[config.mk]
export PLATFORM = sky130hd
export DESIGN_NAME = sdram_cmd_monitor
export DESIGN_NICKNAME = d
export VERILOG_FILES = /design/src/rtl/sdram_mon_pkg.sv /design/src/rtl/sdram_mon_track.sv /design/src/rtl/sdram_mon_rules.sv /design/src/rtl/sdram_cmd_monitor.sv
export SDC_FILE = /design/constraint.sdc
export NUM_CORES = 1
export LEC_CHECK = 0
export ABC_AREA = 1
export BUFFER_PORTS_ARGS = -buffer_cell sky130_fd_sc_hd__buf_4
export CAP_MARGIN = 30
export CORE_ASPECT_RATIO = 0.5
export CORE_UTILIZATION = 40
export CTS_BUF_LIST = sky130_fd_sc_hd__clkbuf_2 sky130_fd_sc_hd__clkbuf_4 sky130_fd_sc_hd__clkbuf_8
export CTS_CLUSTER_DIAMETER = 200
export DETAILED_ROUTE_END_ITERATION = 10
export SYNTH_ARGS = -nofsm -noshare
export SYNTH_HDL_FRONTEND = slang
export SYNTH_SLANG_ARGS = --single-unit
[constraint.sdc]
create_clock -name clk -period 1.85 [get_ports clk]
set_clock_uncertainty 0.05 [all_clocks]
set_input_delay 0.4625 -clock clk [delete_from_list [all_inputs] [get_ports clk]]
set_output_delay 0.4625 -clock clk [all_outputs]
set_load 0.02 [all_outputs]
[src/rtl/sdram_mon_pkg.sv]
package sdram_mon_pkg;
  localparam int NUM_BANKS = 4;
  localparam int BANK_W    = 2;
  localparam int CODE_W    = 4;

  typedef enum logic [2:0] {
    CMD_NONE, CMD_ACT, CMD_READ, CMD_WRITE, CMD_PRE, CMD_REF, CMD_MRS, CMD_OTHER
  } cmd_e;

  typedef enum logic [CODE_W-1:0] {
    ERR_NONE       = 4'd0,
    ERR_FROZEN     = 4'd1,
    ERR_MRS_GAP    = 4'd2,
    ERR_MRS_BUSY   = 4'd3,
    ERR_REF_BUSY   = 4'd4,
    ERR_LOCKED     = 4'd5,
    ERR_INACTIVE   = 4'd6,
    ERR_RCD        = 4'd7,
    ERR_DOUBLE_ACT = 4'd8,
    ERR_RRD        = 4'd9,
    ERR_RP         = 4'd10,
    ERR_RC         = 4'd11,
    ERR_RAS        = 4'd12
  } err_e;

  // Strobes from the rule logic to the bank tracker, already gated by clock enable.
  typedef struct packed {
    logic              act;
    logic              rdwr;
    logic              autoPre;
    logic              pre;
    logic              preAll;
    logic              mrs;
    logic [BANK_W-1:0] bank;
  } strobe_t;

  function automatic int maxInt(input int a, input int b);
    return (a > b) ? a : b;
  endfunction
endpackage

[src/rtl/sdram_mon_track.sv]
module sdram_mon_track import sdram_mon_pkg::*; #(
  parameter int T_RCD     = 2,
  parameter int T_RRD     = 2,
  parameter int T_RP      = 2,
  parameter int T_RAS     = 5,
  parameter int T_RC      = 7,
  parameter int MRS_GAP   = 2,
  parameter int BURST_LEN = 4,
  parameter int DQM_W     = 8
) (
  input  logic                 clk,
  input  logic                 rstN,
  input  strobe_t              strb,
  input  logic                 cke,
  input  logic [DQM_W-1:0]     dqm,
  output logic                 ckePrev,
  output logic [NUM_BANKS-1:0] bankOpen,
  output logic [NUM_BANKS-1:0] bankLocked,
  output logic [NUM_BANKS-1:0] rcdShort,
  output logic [NUM_BANKS-1:0] rasShort,
  output logic [NUM_BANKS-1:0] rcShort,
  output logic [NUM_BANKS-1:0] rpShort,
  output logic                 rrdShort,
  output logic                 mrsShort,
  output logic [DQM_W-1:0]     wrMask,
  output logic [DQM_W-1:0]     readHiZ
);
  localparam int MAX_T = maxInt(maxInt(maxInt(T_RCD, T_RRD), maxInt(T_RP, T_RAS)),
                                maxInt(T_RC, MRS_GAP));
  localparam int AGE_W  = $clog2(MAX_T + 1);
  localparam int LOCK_W = $clog2(BURST_LEN) + 1;
  localparam logic [AGE_W-1:0]  AGE_MAX   = '1;
  localparam logic [AGE_W-1:0]  AGE_ONE   = AGE_W'(1);
  localparam logic [AGE_W-1:0]  LIM_RCD   = AGE_W'(T_RCD);
  localparam logic [AGE_W-1:0]  LIM_RRD   = AGE_W'(T_RRD);
  localparam logic [AGE_W-1:0]  LIM_RP    = AGE_W'(T_RP);
  localparam logic [AGE_W-1:0]  LIM_RAS   = AGE_W'(T_RAS);
  localparam logic [AGE_W-1:0]  LIM_RC    = AGE_W'(T_RC);
  localparam logic [AGE_W-1:0]  LIM_GAP   = AGE_W'(MRS_GAP);
  localparam logic [LOCK_W-1:0] LOCK_LOAD = LOCK_W'(BURST_LEN - 1);
  localparam logic [LOCK_W-1:0] LOCK_LAST = LOCK_W'(1);
  localparam bit                SINGLE    = (BURST_LEN == 1);

  for (genvar b = 0; b < NUM_BANKS; b++) begin : g_bank
    logic [AGE_W-1:0]  actAge, preAge;
    logic [LOCK_W-1:0] lockCnt;
    logic              isOpen, hit, actNow, preNow, apNow, closeNow;

    always_comb begin
      hit      = (strb.bank == BANK_W'(b));
      actNow   = strb.act && hit;
      preNow   = strb.pre && (strb.preAll || hit) && isOpen;
      apNow    = strb.rdwr && strb.autoPre && hit && isOpen && (lockCnt == '0);
      closeNow = preNow || (lockCnt == LOCK_LAST) || (apNow && SINGLE);
    end

    always_ff @(posedge clk) begin
      if (!rstN) begin
        isOpen  <= 1'b0;
        lockCnt <= '0;
        actAge  <= AGE_MAX;
        preAge  <= AGE_MAX;
      end else begin
        actAge <= actNow ? AGE_ONE : ((actAge == AGE_MAX) ? actAge : actAge + 1'b1);
        preAge <= (closeNow && !actNow) ? AGE_ONE
                                        : ((preAge == AGE_MAX) ? preAge : preAge + 1'b1);
        if (actNow)        isOpen <= 1'b1;
        else if (closeNow) isOpen <= 1'b0;
        if (preNow)              lockCnt <= '0;
        else if (apNow)          lockCnt <= LOCK_LOAD;
        else if (lockCnt != '0)  lockCnt <= lockCnt - 1'b1;
      end
    end

    assign bankOpen[b]   = isOpen;
    assign bankLocked[b] = (lockCnt != '0);
    assign rcdShort[b]   = (actAge < LIM_RCD);
    assign rasShort[b]   = (actAge < LIM_RAS);
    assign rcShort[b]    = (actAge < LIM_RC);
    assign rpShort[b]    = (preAge < LIM_RP);

    // the last data edge of an auto-precharge burst closes the row
    a_r7_lock_end_closes: assert property (@(posedge clk) disable iff (!rstN)
      (lockCnt == LOCK_LAST && !actNow) |=> !isOpen);
    // a lock never outlives its burst
    a_r7_lock_bounded: assert property (@(posedge clk) disable iff (!rstN)
      (lockCnt != '0) |=> (lockCnt < $past(lockCnt) || $past(preNow)));
  end

  logic [AGE_W-1:0] rrdAge, mrsAge;
  logic [DQM_W-1:0] dqmD1, dqmD2;
  logic [1:0]       warm;

  always_ff @(posedge clk) begin
    if (!rstN) begin
      ckePrev <= 1'b1;
      rrdAge  <= AGE_MAX;
      mrsAge  <= AGE_MAX;
      wrMask  <= '0;
      dqmD1   <= '0;
      dqmD2   <= '0;
      readHiZ <= '0;
      warm    <= '0;
    end else begin
      ckePrev <= cke;
      rrdAge  <= strb.act ? AGE_ONE : ((rrdAge == AGE_MAX) ? rrdAge : rrdAge + 1'b1);
      mrsAge  <= strb.mrs ? AGE_ONE : ((mrsAge == AGE_MAX) ? mrsAge : mrsAge + 1'b1);
      wrMask  <= dqm;
      dqmD1   <= dqm;
      dqmD2   <= dqmD1;
      readHiZ <= dqmD2;
      if (warm != 2'd3) warm <= warm + 1'b1;
    end
  end

  assign rrdShort = (rrdAge < LIM_RRD);
  assign mrsShort = (mrsAge < LIM_GAP);

  // write masking has no lag
  a_r11_write_mask_now: assert property (@(posedge clk) disable iff (!rstN)
    (warm != 2'd0) |-> (wrMask == $past(dqm)));
  // read masking lags the sample by two edges
  a_r12_read_hiz_lag: assert property (@(posedge clk) disable iff (!rstN)
    (warm == 2'd3) |-> (readHiZ == $past(dqm, 3)));
endmodule

[src/rtl/sdram_mon_rules.sv]
module sdram_mon_rules import sdram_mon_pkg::*; (
  input  logic                 clk,
  input  logic                 rstN,
  input  logic                 csN,
  input  logic                 rasN,
  input  logic                 casN,
  input  logic                 weN,
  input  logic [1:0]           ba,
  input  logic                 apBit,
  input  logic                 ckePrev,
  input  logic [NUM_BANKS-1:0] bankOpen,
  input  logic [NUM_BANKS-1:0] bankLocked,
  input  logic [NUM_BANKS-1:0] rcdShort,
  input  logic [NUM_BANKS-1:0] rasShort,
  input  logic [NUM_BANKS-1:0] rcShort,
  input  logic [NUM_BANKS-1:0] rpShort,
  input  logic                 rrdShort,
  input  logic                 mrsShort,
  output strobe_t              strb,
  output logic                 errValid,
  output logic [CODE_W-1:0]    errCode,
  output logic [BANK_W-1:0]    errBank
);
  cmd_e                 cmd;
  err_e                 errNext;
  logic [BANK_W-1:0]    bank, bankNext, lowOpen, lowRas;
  logic [NUM_BANKS-1:0] rasFail;
  logic                 isCmd;

  always_comb begin
    unique casez ({csN, rasN, casN, weN})
      4'b1???: cmd = CMD_NONE;
      4'b0011: cmd = CMD_ACT;
      4'b0101: cmd = CMD_READ;
      4'b0100: cmd = CMD_WRITE;
      4'b0010: cmd = CMD_PRE;
      4'b0001: cmd = CMD_REF;
      4'b0000: cmd = CMD_MRS;
      4'b0110: cmd = CMD_OTHER;
      default: cmd = CMD_NONE;
    endcase
    isCmd = (cmd != CMD_NONE);
    bank  = {ba[0], ba[1]};
  end

  always_comb begin
    rasFail = bankOpen & rasShort;
    lowOpen = '0;
    lowRas  = '0;
    for (int b = NUM_BANKS - 1; b >= 0; b--) begin
      if (bankOpen[b]) lowOpen = BANK_W'(b);
      if (rasFail[b])  lowRas  = BANK_W'(b);
    end
  end

  always_comb begin
    strb = '0;
    if (ckePrev) begin
      strb.bank    = bank;
      strb.act     = (cmd == CMD_ACT);
      strb.rdwr    = (cmd == CMD_READ) || (cmd == CMD_WRITE);
      strb.autoPre = apBit;
      strb.pre     = (cmd == CMD_PRE);
      strb.preAll  = apBit;
      strb.mrs     = (cmd == CMD_MRS);
    end
  end

  always_comb begin
    errNext  = ERR_NONE;
    bankNext = bank;
    if (isCmd && !ckePrev) begin
      errNext = ERR_FROZEN;
    end else if (isCmd && mrsShort) begin
      errNext = ERR_MRS_GAP;
    end else begin
      case (cmd)
        CMD_MRS: if (|bankOpen) begin errNext = ERR_MRS_BUSY; bankNext = lowOpen; end
        CMD_REF: if (|bankOpen) begin errNext = ERR_REF_BUSY; bankNext = lowOpen; end
        CMD_READ, CMD_WRITE: begin
          if (bankLocked[bank])     errNext = ERR_LOCKED;
          else if (!bankOpen[bank]) errNext = ERR_INACTIVE;
          else if (rcdShort[bank])  errNext = ERR_RCD;
        end
        CMD_ACT: begin
          if (bankOpen[bank])      errNext = ERR_DOUBLE_ACT;
          else if (rrdShort)       errNext = ERR_RRD;
          else if (rpShort[bank])  errNext = ERR_RP;
          else if (rcShort[bank])  errNext = ERR_RC;
        end
        CMD_PRE: begin
          if (apBit) begin
            if (|rasFail) begin errNext = ERR_RAS; bankNext = lowRas; end
          end else if (rasFail[bank]) begin
            errNext = ERR_RAS;
          end
        end
        default: ;
      endcase
    end
  end

  always_ff @(posedge clk) begin
    if (!rstN) begin
      errValid <= 1'b0;
      errCode  <= '0;
      errBank  <= '0;
    end else begin
      errValid <= (errNext != ERR_NONE);
      errCode  <= errNext;
      errBank  <= bankNext;
    end
  end

  // a command during a frozen clock is always reported as frozen
  a_r2_frozen_flag: assert property (@(posedge clk) disable iff (!rstN)
    (!ckePrev && isCmd) |=> (errValid && errCode == ERR_FROZEN));
  // the mode-set gap always produces a report
  a_r5_gap_flag: assert property (@(posedge clk) disable iff (!rstN)
    (ckePrev && isCmd && mrsShort) |=> errValid);
  // an access to a closed row is always reported
  a_r6_closed_access: assert property (@(posedge clk) disable iff (!rstN)
    (ckePrev && (cmd == CMD_READ || cmd == CMD_WRITE) && !bankOpen[bank]) |=> errValid);
  // a report always carries a defined code
  a_r10_code_defined: assert property (@(posedge clk) disable iff (!rstN)
    errValid |-> (errCode != 4'd0 && errCode <= 4'd12));
endmodule

[src/rtl/sdram_cmd_monitor.sv]
module sdram_cmd_monitor import sdram_mon_pkg::*; #(
  parameter int T_RCD     = 2,
  parameter int T_RRD     = 2,
  parameter int T_RP      = 2,
  parameter int T_RAS     = 5,
  parameter int T_RC      = 7,
  parameter int MRS_GAP   = 2,
  parameter int BURST_LEN = 4,
  parameter int DQM_W     = 8
) (
  input  logic              clk,
  input  logic              rstN,
  input  logic              csN,
  input  logic              rasN,
  input  logic              casN,
  input  logic              weN,
  input  logic              cke,
  input  logic [1:0]        ba,
  input  logic              apBit,
  input  logic [DQM_W-1:0]  dqm,
  output logic              errValid,
  output logic [3:0]        errCode,
  output logic [1:0]        errBank,
  output logic [DQM_W-1:0]  wrMask,
  output logic [DQM_W-1:0]  readHiZ
);
  strobe_t              strb;
  logic                 ckePrev, rrdShort, mrsShort;
  logic [NUM_BANKS-1:0] bankOpen, bankLocked, rcdShort, rasShort, rcShort, rpShort;

  sdram_mon_rules u_rules (
    .clk, .rstN, .csN, .rasN, .casN, .weN, .ba, .apBit, .ckePrev,
    .bankOpen, .bankLocked, .rcdShort, .rasShort, .rcShort, .rpShort,
    .rrdShort, .mrsShort, .strb, .errValid, .errCode, .errBank
  );

  sdram_mon_track #(
    .T_RCD(T_RCD), .T_RRD(T_RRD), .T_RP(T_RP), .T_RAS(T_RAS), .T_RC(T_RC),
    .MRS_GAP(MRS_GAP), .BURST_LEN(BURST_LEN), .DQM_W(DQM_W)
  ) u_track (
    .clk, .rstN, .strb, .cke, .dqm, .ckePrev,
    .bankOpen, .bankLocked, .rcdShort, .rasShort, .rcShort, .rpShort,
    .rrdShort, .mrsShort, .wrMask, .readHiZ
  );
endmodule

* Yosys cells after proc, flatten, opt, wreduce, memory -nomap -nowiden
Index checks and enable logic that the tools add are counted.
** Word-level totals
- Bits in registers :: 78
- Output and inout port bits :: 23
** Cells by class
- Magnitude comparators :: 19
- Reduce and logical (&&, ||, !) cells :: 87
- Add/subtract/negate cells :: 14
- Muxes and demuxes :: 79
- Eq/ne operators :: 39
- Bitwise logic cells :: 2
** Operators with widths (count)
- $mux 3 :: 22
- $mux 2 :: 22
- $mux 4 :: 11
- $eq 3x3->1 const B :: 13
- $reduce_or 2->1 :: 16
- $logic_and 1x1->1 :: 31
- $add 3x1->3 const B :: 10
- $lt 3x2->1 const B :: 10
- $lt 3x3->1 const B :: 8
- $pmux 3 s7 :: 1
- $ne 2x1->1 const B :: 10
- $pmux 4 s5 :: 1
- $reduce_bool 2->1 :: 8
- $eq 3x1->1 const B :: 5
- $reduce_bool 3->1 :: 5
- $mux 1 :: 14
- $bmux 1 s2 :: 6
- $eq 4x3->1 const B :: 3
- $logic_not 3->1 :: 4
- $reduce_or 3->1 :: 4
- $sub 3x1->3 const B :: 4
- $logic_or 1x1->1 :: 9
- $eq 4x2->1 const B :: 2
- $mux 8 :: 1
- 13 further kinds :: 20

* Depth between registers and ports, before layout
Gate-level depths: netlist (run 1).
- Word-level depth :: 12
- Depth in mapped cells :: 14

* Cells and area by module
From an unflattened synthesis (run 1), not the netlist that was laid out.
** Second synthesis, totals
- Cells, all modules :: 575
- Area total of the unflattened synthesis :: 4047.6 um^2
** Modules (own cells, without submodules)
- sdram_mon_track :: seq. area each 1421.4 um^2, cells an instance 414, area an instance 3218.1 um^2, times used 1
- sdram_mon_rules :: seq. area each 140.1 um^2, cells an instance 161, area an instance 829.5 um^2, times used 1

* Least setup slack after synthesis (run 1)
OpenSTA, ideal clock, no wires.
- Kind :: input to register
- From :: input ba[1]
- To :: register u_rules.errValid
- Setup slack :: 0.277 ns
- Arrival :: 1.405 ns
- Setup time :: 0.118 ns
- Path buffers :: 2
- Data required time :: 1.682 ns
- Cell stages on the path :: 14
- Cells stage by stage :: buf_6 -> inv_4 -> buf_6 -> nand4_1 -> nand3_1 -> nand2_1 -> inv_1 -> nand3b_1 -> nand2_1 -> nand2_1 -> nand2_1 -> nand2_1 -> nor2_1 -> nor2_1
** On the way
- Word-level cells in the longest chain between the ends :: 10
- Elaborated cells on any way between the ends :: 25
- Classes of those cells :: mux (24); reduce/logical (1)
** Ends and longest elaborated chain
- start: declaration :: RTL line sdram_cmd_monitor.sv:18 : input logic [1:0] ba,
- $bmux 1 s2 :: RTL line sdram_mon_rules.sv:89 : else if (rcShort[bank]) errNext = ERR_RC;
- $mux 1 (not written as such) :: RTL line sdram_mon_rules.sv:89
- $mux 4 :: RTL line sdram_mon_rules.sv:89
- $mux 4 :: RTL line sdram_mon_rules.sv:88 : else if (rpShort[bank]) errNext = ERR_RP;
- $mux 4 :: RTL line sdram_mon_rules.sv:87 : else if (rrdShort) errNext = ERR_RRD;
- $mux 4 :: RTL line sdram_mon_rules.sv:86 : if (bankOpen[bank]) errNext = ERR_DOUBLE_ACT;
- $pmux 4 s5 * :: RTL line sdram_mon_rules.sv:77 : case (cmd)
- $mux 4 * :: RTL line sdram_mon_rules.sv:74 : end else if (isCmd && mrsShort) begin
- $mux 4 * :: RTL line sdram_mon_rules.sv:72 : if (isCmd && !ckePrev) begin
- $reduce_bool 4->1 * :: RTL line sdram_mon_rules.sv:109 : errValid <= (errNext != ERR_NONE);
- end signal: assignment :: RTL line sdram_mon_rules.sv:109
- end: declaration :: RTL line sdram_mon_rules.sv:20 : output logic errValid,
Every way passes the cells marked *; elsewhere a longest branch is shown, timed or not. The select of a mux whose other input is x is not followed.
A chain may end at the register's enable or synchronous reset.

* Worst setup path in the final report (run 1)
- From :: register u_track.g_bank[1].lockCnt[0]
- To :: register u_rules.errValid
** On the way
- Word-level cells in the longest chain between the ends :: 8
** Ends and longest elaborated chain
- start: declaration :: RTL line sdram_mon_track.sv:46 : logic [LOCK_W-1:0] lockCnt;
- start signal: assignment :: RTL line sdram_mon_track.sv:71 : else if (lockCnt != '0) lockCnt <= lockCnt - 1'b1;
- $reduce_bool 3->1 :: RTL line sdram_mon_track.sv:76 : assign bankLocked[b] = (lockCnt != '0);
- $bmux 1 s2 :: RTL line sdram_mon_rules.sv:81 : if (bankLocked[bank]) errNext = ERR_LOCKED;
- $mux 1 (not written as such) :: RTL line sdram_mon_rules.sv:81
- $mux 4 :: RTL line sdram_mon_rules.sv:81
- $pmux 4 s5 :: RTL line sdram_mon_rules.sv:77
- $mux 4 :: RTL line sdram_mon_rules.sv:74
- $mux 4 :: RTL line sdram_mon_rules.sv:72
- $reduce_bool 4->1 :: RTL line sdram_mon_rules.sv:109
Every way passes these cells. The select of a mux whose other input is x is not followed.

==> results.toml, run 1 <==
[placed_design]
port_buffers = 40
routabilityCongestion = 0.840
place_area_um2 = 4420
placedCellCount = 716
hpwl_mm = 6.47

[run_status]
outcome = "finished, final reports clean"

[timing]
fmax_ghz = 0.610
finalCriticalPeriod_ps = 1640
tightest_slew_ps = 440
rsz0062_at_grt = "no"
slew_viol_final = 0
whs_ps = 226
fin_crit_sh = 0.886
slew_headroom = 0.699
hold_viol_final = 0
setup_viol_count_final = 0

[clock_tree]
clock-root-buffer = "clkbuf_8"
cts_made_buffers = 9
clock_latency_ps = 360
clkTransAtPathRegs_ps = 90
clock_sinks = 78
cts_htree_levels = 3
cts_tree = "yes"
cts_max_path_buffers = 2

[global_routing]
grt.overflow.total = 0
grt_util_met1 = 0.241
grt_pass1_vias = 3179
antenna_found_initial = 0
grt_max_degree = 43
grt_first_pass_wirelength_mm = 14.6
met3_usage = 0.0587
met2_usage = 0.282
grt_use_total = 0.182
busiest_layer = "met2"

[detailed_routing]
wl_mm = 8.46
num_vias = 3465
ant_nets = 0
first_pass_iters = 4
drt-initial-drc-count = 204
drc = 0
via_per_inst = 4.73
wire_per_inst_um = 11.6

[floorplanning]
die-area_um2 = 10300
initial_core_util = 0.415
die_y_um = 72.4
ios = 41
core_area_um2 = 9540
die_x_um = 143
rows = 25

[layout]
final_cell_mix = "nand2_1, nand3_1, inv_1, dfxtp_1, nor2_1"
design_area_um2 = 4630
syn_to_final_growth_pct = 16.8
num-nets-final = 642
diodes = 0
fin_cells = 732
mostFrequentLayoutCell = "nand2_1"
num-fill-cells = 972
layout-drive-gt1-share = 0.137

[synthesis]
ys.warnings.count = 0
synthMuxAreaShare = 0
synth_area_leaders = "dfxtp_1, nand2_1, nand3_1"
avgSynthCellArea_um2 = 7.28
async_flop_share = 0
synth_top_family_by_area = "simple AND/OR/NAND/NOR gates"
synth_area_um2 = 3960
netlist.area_leader.share = 0.394
synth-xor-area-share = 0.0310
syn_inst = 544
synth_nets = 594
synth_compound_area_frac = 0.0531
synth-edff-count = 0
synth_simple_gate_area_frac = 0.316
synth_top_flop_cell = "dfxtp_1"
seq_area_frac_synth = 0.394
synthAdderAreaFrac = 0.101
synth-seq-cells = 78
synth_cell_types = 35
synth_area_leader_cell = "dfxtp_1"

[worst_setup_path]
worstPathRequired_ps = 2050
crit_path_end_kind = "register"
critPathLaunchType = "register"
path_max_fanout = 4
cp.arrival_ps = 1840
cpMaxStageDelayCell = "dfxtp_1"
path_class = "register to register"
worst-path-buf-inv = 1
cpPeakStageDelay_ps = 320
crit_chain = "inv_1, ha_1, nand3_1, nand3_1, nand2_1, nand2_1, nand2_1, a21oi_1, nand2_1, nand2_1, nand2_1, nor2_1, nor2_1"
cp_common_cell = "nand2_1"
crit_family = "simple AND/OR/NAND/NOR gates"

[hold_path]
hold_class = "input pin to register"

[power]
p_leak_nw = 2.40
finalPower_mw = 6.39
power.density_nw_per_um2 = 1380
peakVddDrop_uv = 393

[run]
drv_cap = 0
==> flip-flops by register name, indices dropped and copies added (netlist names) <==
register,flops
u_rules.errCode,4
u_rules.errBank,2
u_track.readHiZ,8
u_track.ckePrev,1
u_track.g_bank.isOpen,4
u_track.g_bank.lockCnt,12
u_track.g_bank.preAge,12
u_track.mrsAge,3
u_track.g_bank.actAge,12
u_rules.errValid,1
u_track.dqmD2,8
u_track.wrMask,8
u_track.rrdAge,3
==> worst reg2reg max path, stage by stage, from the launching register on <==
cell	delay [ps]
dfxtp_1	320
inv_1	120
ha_1	190
nand3_1	100
nand3_1	100
nand2_1	90
nand2_1	90
nand2_1	50
a21oi_1	110
nand2_1	70
nand2_1	80
nand2_1	60
nor2_1	100
nor2_1	40
==> where the power goes <==
part	internal [mW]	leakage, nW	switching [mW]
sequential	2.13	0.646	0.364
clock	0.647	0.0965	0.647
combinational	1.16	1.65	1.45
==> layout make-up <==
type / instances / area (um^2) / area share
Inverter: 92 / 348 / 0.0752
Clock inverter: 6 / 71.3 / 0.0154
Multi-Input combinational cell: 363 / 1980 / 0.429
Tap cell: 135 / 169 / 0.0365
Sequential cell: 78 / 1560 / 0.338
Timing Repair Buffer: 48 / 360 / 0.0779
Clock buffer: 10 / 131 / 0.0284
==> through the flow <==
step / utilization / setup TNS [ps] / worst slack, ps
finish: 0.485 / 0 / 210
global route: 0.485 / 0 / 13.2
CTS: 0.485 / 0 / 220
detailed placement: 0.464 / -44.1 / -27.6
global placement: 0.464 / 0 / 10.4
floorplan: - / 0 / 277
==> path summary, 6_finish.rpt <==
path,slack [ps],depth (start not counted),end,from
hold reg to reg,370,2,u_track.readHiZ[1],u_track.dqmD2[1]
hold / removal,230,3,u_track.wrMask[5],dqm[5]
setup / recovery,210,13,u_rules.errValid,u_track.g_bank[1].lockCnt[0]
setup reg to reg,210,13,u_rules.errValid,u_track.g_bank[1].lockCnt[0]
==> cells by family (layout without fill, tap and decap cells) <==
group,after synthesis,in the layout
simple gates,285,285
buf+inv,103,156
flops,78,78
fa+ha+maj,32,32
compound gates,32,32
xor+xnor,14,14
==> per-layer routing <==
layer,wire [um],share of wire
met1,4340,0.51
met5,0,0
met3,511,0.060
met2,3500,0.41
met4,100,0.012
==> synthesized netlist by cell type (all sizes together) (5+ instances only) <==
cell,count
clkbuf,7
nor3,7
nor2,60
inv,91
ha,32
o21ai,5
a21oi,11
dfxtp,78
xor2,10
nand2,121
nand3,89
==> repair_timing <==
item | CTS | global route
endpoints found under the setup margin | 0 | 1
setup buffers | 0 | 0
gates resized for setup | 0 | 1
hold buffers | 0 | 0
No activity file was read; power rests on OpenSTA's default activity.
==> inputs of run 2 (changes only) <==
Settings changed: BUFFER_PORTS_ARGS -buffer_cell sky130_fd_sc_hd__buf_4 to -buffer_cell sky130_fd_sc_hd__buf_2.
==> run 2 against run 1 <==
Power increased by 1.2%. Cell count increased by 2.3%. First-iteration DRC count decreased by 24%. Register-to-register slack got worse by 20 ps. Die area unchanged. Critical path depth decreased by 7. Maximum frequency decreased by 1.4%. Setup slack got worse by 22 ps. Combinational power increased by 2%. Critical endpoint is now u_rules.errBank[0]. Largest power group unchanged.
==> results.toml, run 2 (synthesis gave the netlist of run 1 again) <==
[layout]
diodes = 0
top_regs = "u_track.g_bank.actAge (12), u_track.g_bank.lockCnt (12), u_track.g_bank.preAge (12)"
design_area_um2 = 4670
layout-drive-gt1-share = 0.163
mostFrequentLayoutCell = "nand2_1"
post-route-util = 0.490
num-nets-final = 659
final_cell_mix = "nand2_1, nand3_1, inv_1, dfxtp_1, nor2_1"
fin_cells = 749
syn_to_final_growth_pct = 17.9
num-fill-cells = 981

[power]
swShare = 0.388
p_seq_frac = 0.383
peakVddDrop_uv = 521
pwr-share-comb = 0.413
p_clk_frac = 0.204
switchingPower_mw = 2.51
power.density_nw_per_um2 = 1390
intPower_mw = 3.96
p_leak_nw = 2.47

[clock_tree]
clock_sinks = 78
cts_setup_buffers = 0
cts_made_buffers = 9
clock-root-buffer = "clkbuf_8"
cts_htree_levels = 3
clock_latency_ps = 370
cts_tree = "yes"
clkTransAtPathRegs_ps = 80
cts_max_path_buffers = 2

[timing]
hold_viol_final = 0
slew_viol_final = 0
fmax_ghz = 0.602
rsz0062_at_grt = "no"
setup_viol_count_final = 0
slew_headroom = 0.658
tightest_slew_ps = 500
whs_ps = 224
fin_crit_sh = 0.898
finalCriticalPeriod_ps = 1660

[worst_setup_path]
crit_family = "compound AO/OA/AOI/OAI gates"
cp_common_cell = "nor2_1"
path_class = "register to register"
cpPeakStageDelay_ps = 470
crit_chain = "inv_1, nand3_1, nor2_1, a2111oi_0, nor2_1, a21oi_1"
cp.arrival_ps = 1890
path_max_fanout = 6
cpMaxStageDelayCell = "dfxtp_1"
crit_path_end_kind = "register"
worstPathRequired_ps = 2080
worst-path-buf-inv = 1
reg2reg_from = "u_track.g_bank[2].isOpen"
crit_start = "u_track.g_bank[2].isOpen"
critPathLaunchType = "register"

[global_routing]
grt_use_total = 0.185
grt_pass1_vias = 3288
grt.overflow.total = 0
antenna_found_initial = 0
grt_max_degree = 60
grt_first_pass_wirelength_mm = 14.8

[detailed_routing]
via_per_inst = 4.72
dr.max_layer_used = "met4"
drc = 0
first_pass_iters = 4
wl_mm = 8.53
drt-initial-drc-count = 155
dr_wl_met2_mm = 3.53
drt-met1-wl_mm = 4.30
num_vias = 3532
ant_nets = 0
dr_wl_met3_um = 563
wire_per_inst_um = 11.4

[floorplanning]
die_x_um = 143
die_y_um = 72.4
core_area_um2 = 9540
initial_core_util = 0.415
die-area_um2 = 10300
rows = 25
ios = 41

[placed_design]
hpwl_mm = 6.39
placedCellCount = 733
port_buffers = 40
place_area_um2 = 4460
routabilityCongestion = 0.849

[run]
drv_cap = 0

[run_status]
outcome = "finished, final reports clean"

[hold_path]
hold_class = "input pin to register"
min_from = "dqm[4]"
## run 2: per-layer routing
metal / track usage / up-vias
li1: - / 1849
met1: 0.242 / 1566
met2: 0.292 / 104
met3: 0.0535 / 13
met4: 0.0657 / 0
met5: 0 / -
## run 2: final timing paths
kind / end / slack (ps) / depth (start not counted)
worst max register to register: u_rules.errBank[0] / 190 / 6
worst min register to register: u_track.readHiZ[6] / 370 / 2
worst min-delay path: u_track.wrMask[4] / 220 / 3
worst max-delay path: u_rules.errBank[0] / 190 / 6
## run 2: through the flow
stage | power [mW] | TNS (ps) | worst slack (ps)
3_5_place_dp | 5.18 | -58.4 | -24.4
4_1_cts | 6.52 | 0 | 189
5_1_grt | 7.15 | 0 | 7.17
3_3_place_gp | 5.11 | -10.7 | -10.7
6_report | 6.47 | 0 | 188
2_1_floorplan | 4.56 | 0 | 277
## run 2: worst min-delay path: cells and delay by family
family	cells	cell delay, ps
buffers and inverters	2	110
AND/OR/NAND/NOR	1	40
## run 2: what timing repair did
| action | 4_1_cts | 5_1_grt |
|---|---|---|
| setup endpoints to repair | 0 | 2 |
| hold buffers | 0 | 0 |
| resized for setup | 0 | 2 |
## run 2: final cells by class
cell class                      count  area, um^2  share of cell area
Multi-Input combinational cell    363        1990               0.426
Clock buffer                       10         131              0.0281
Tap cell                          135         169              0.0362
Sequential cell                    78        1560               0.334
Inverter                           92         348              0.0745
Timing Repair Buffer               65         400              0.0857
Clock inverter                      6        71.3              0.0153
## run 2: power by group through the flow
stage	combinational (mW)	sequential (mW)	clock, mW
floorplan	2.09	2.47	0
global placement	2.59	2.52	0
detailed placement	2.66	2.52	0
CTS	2.68	2.48	1.36
global route	3.17	2.55	1.43
finish	2.67	2.48	1.32
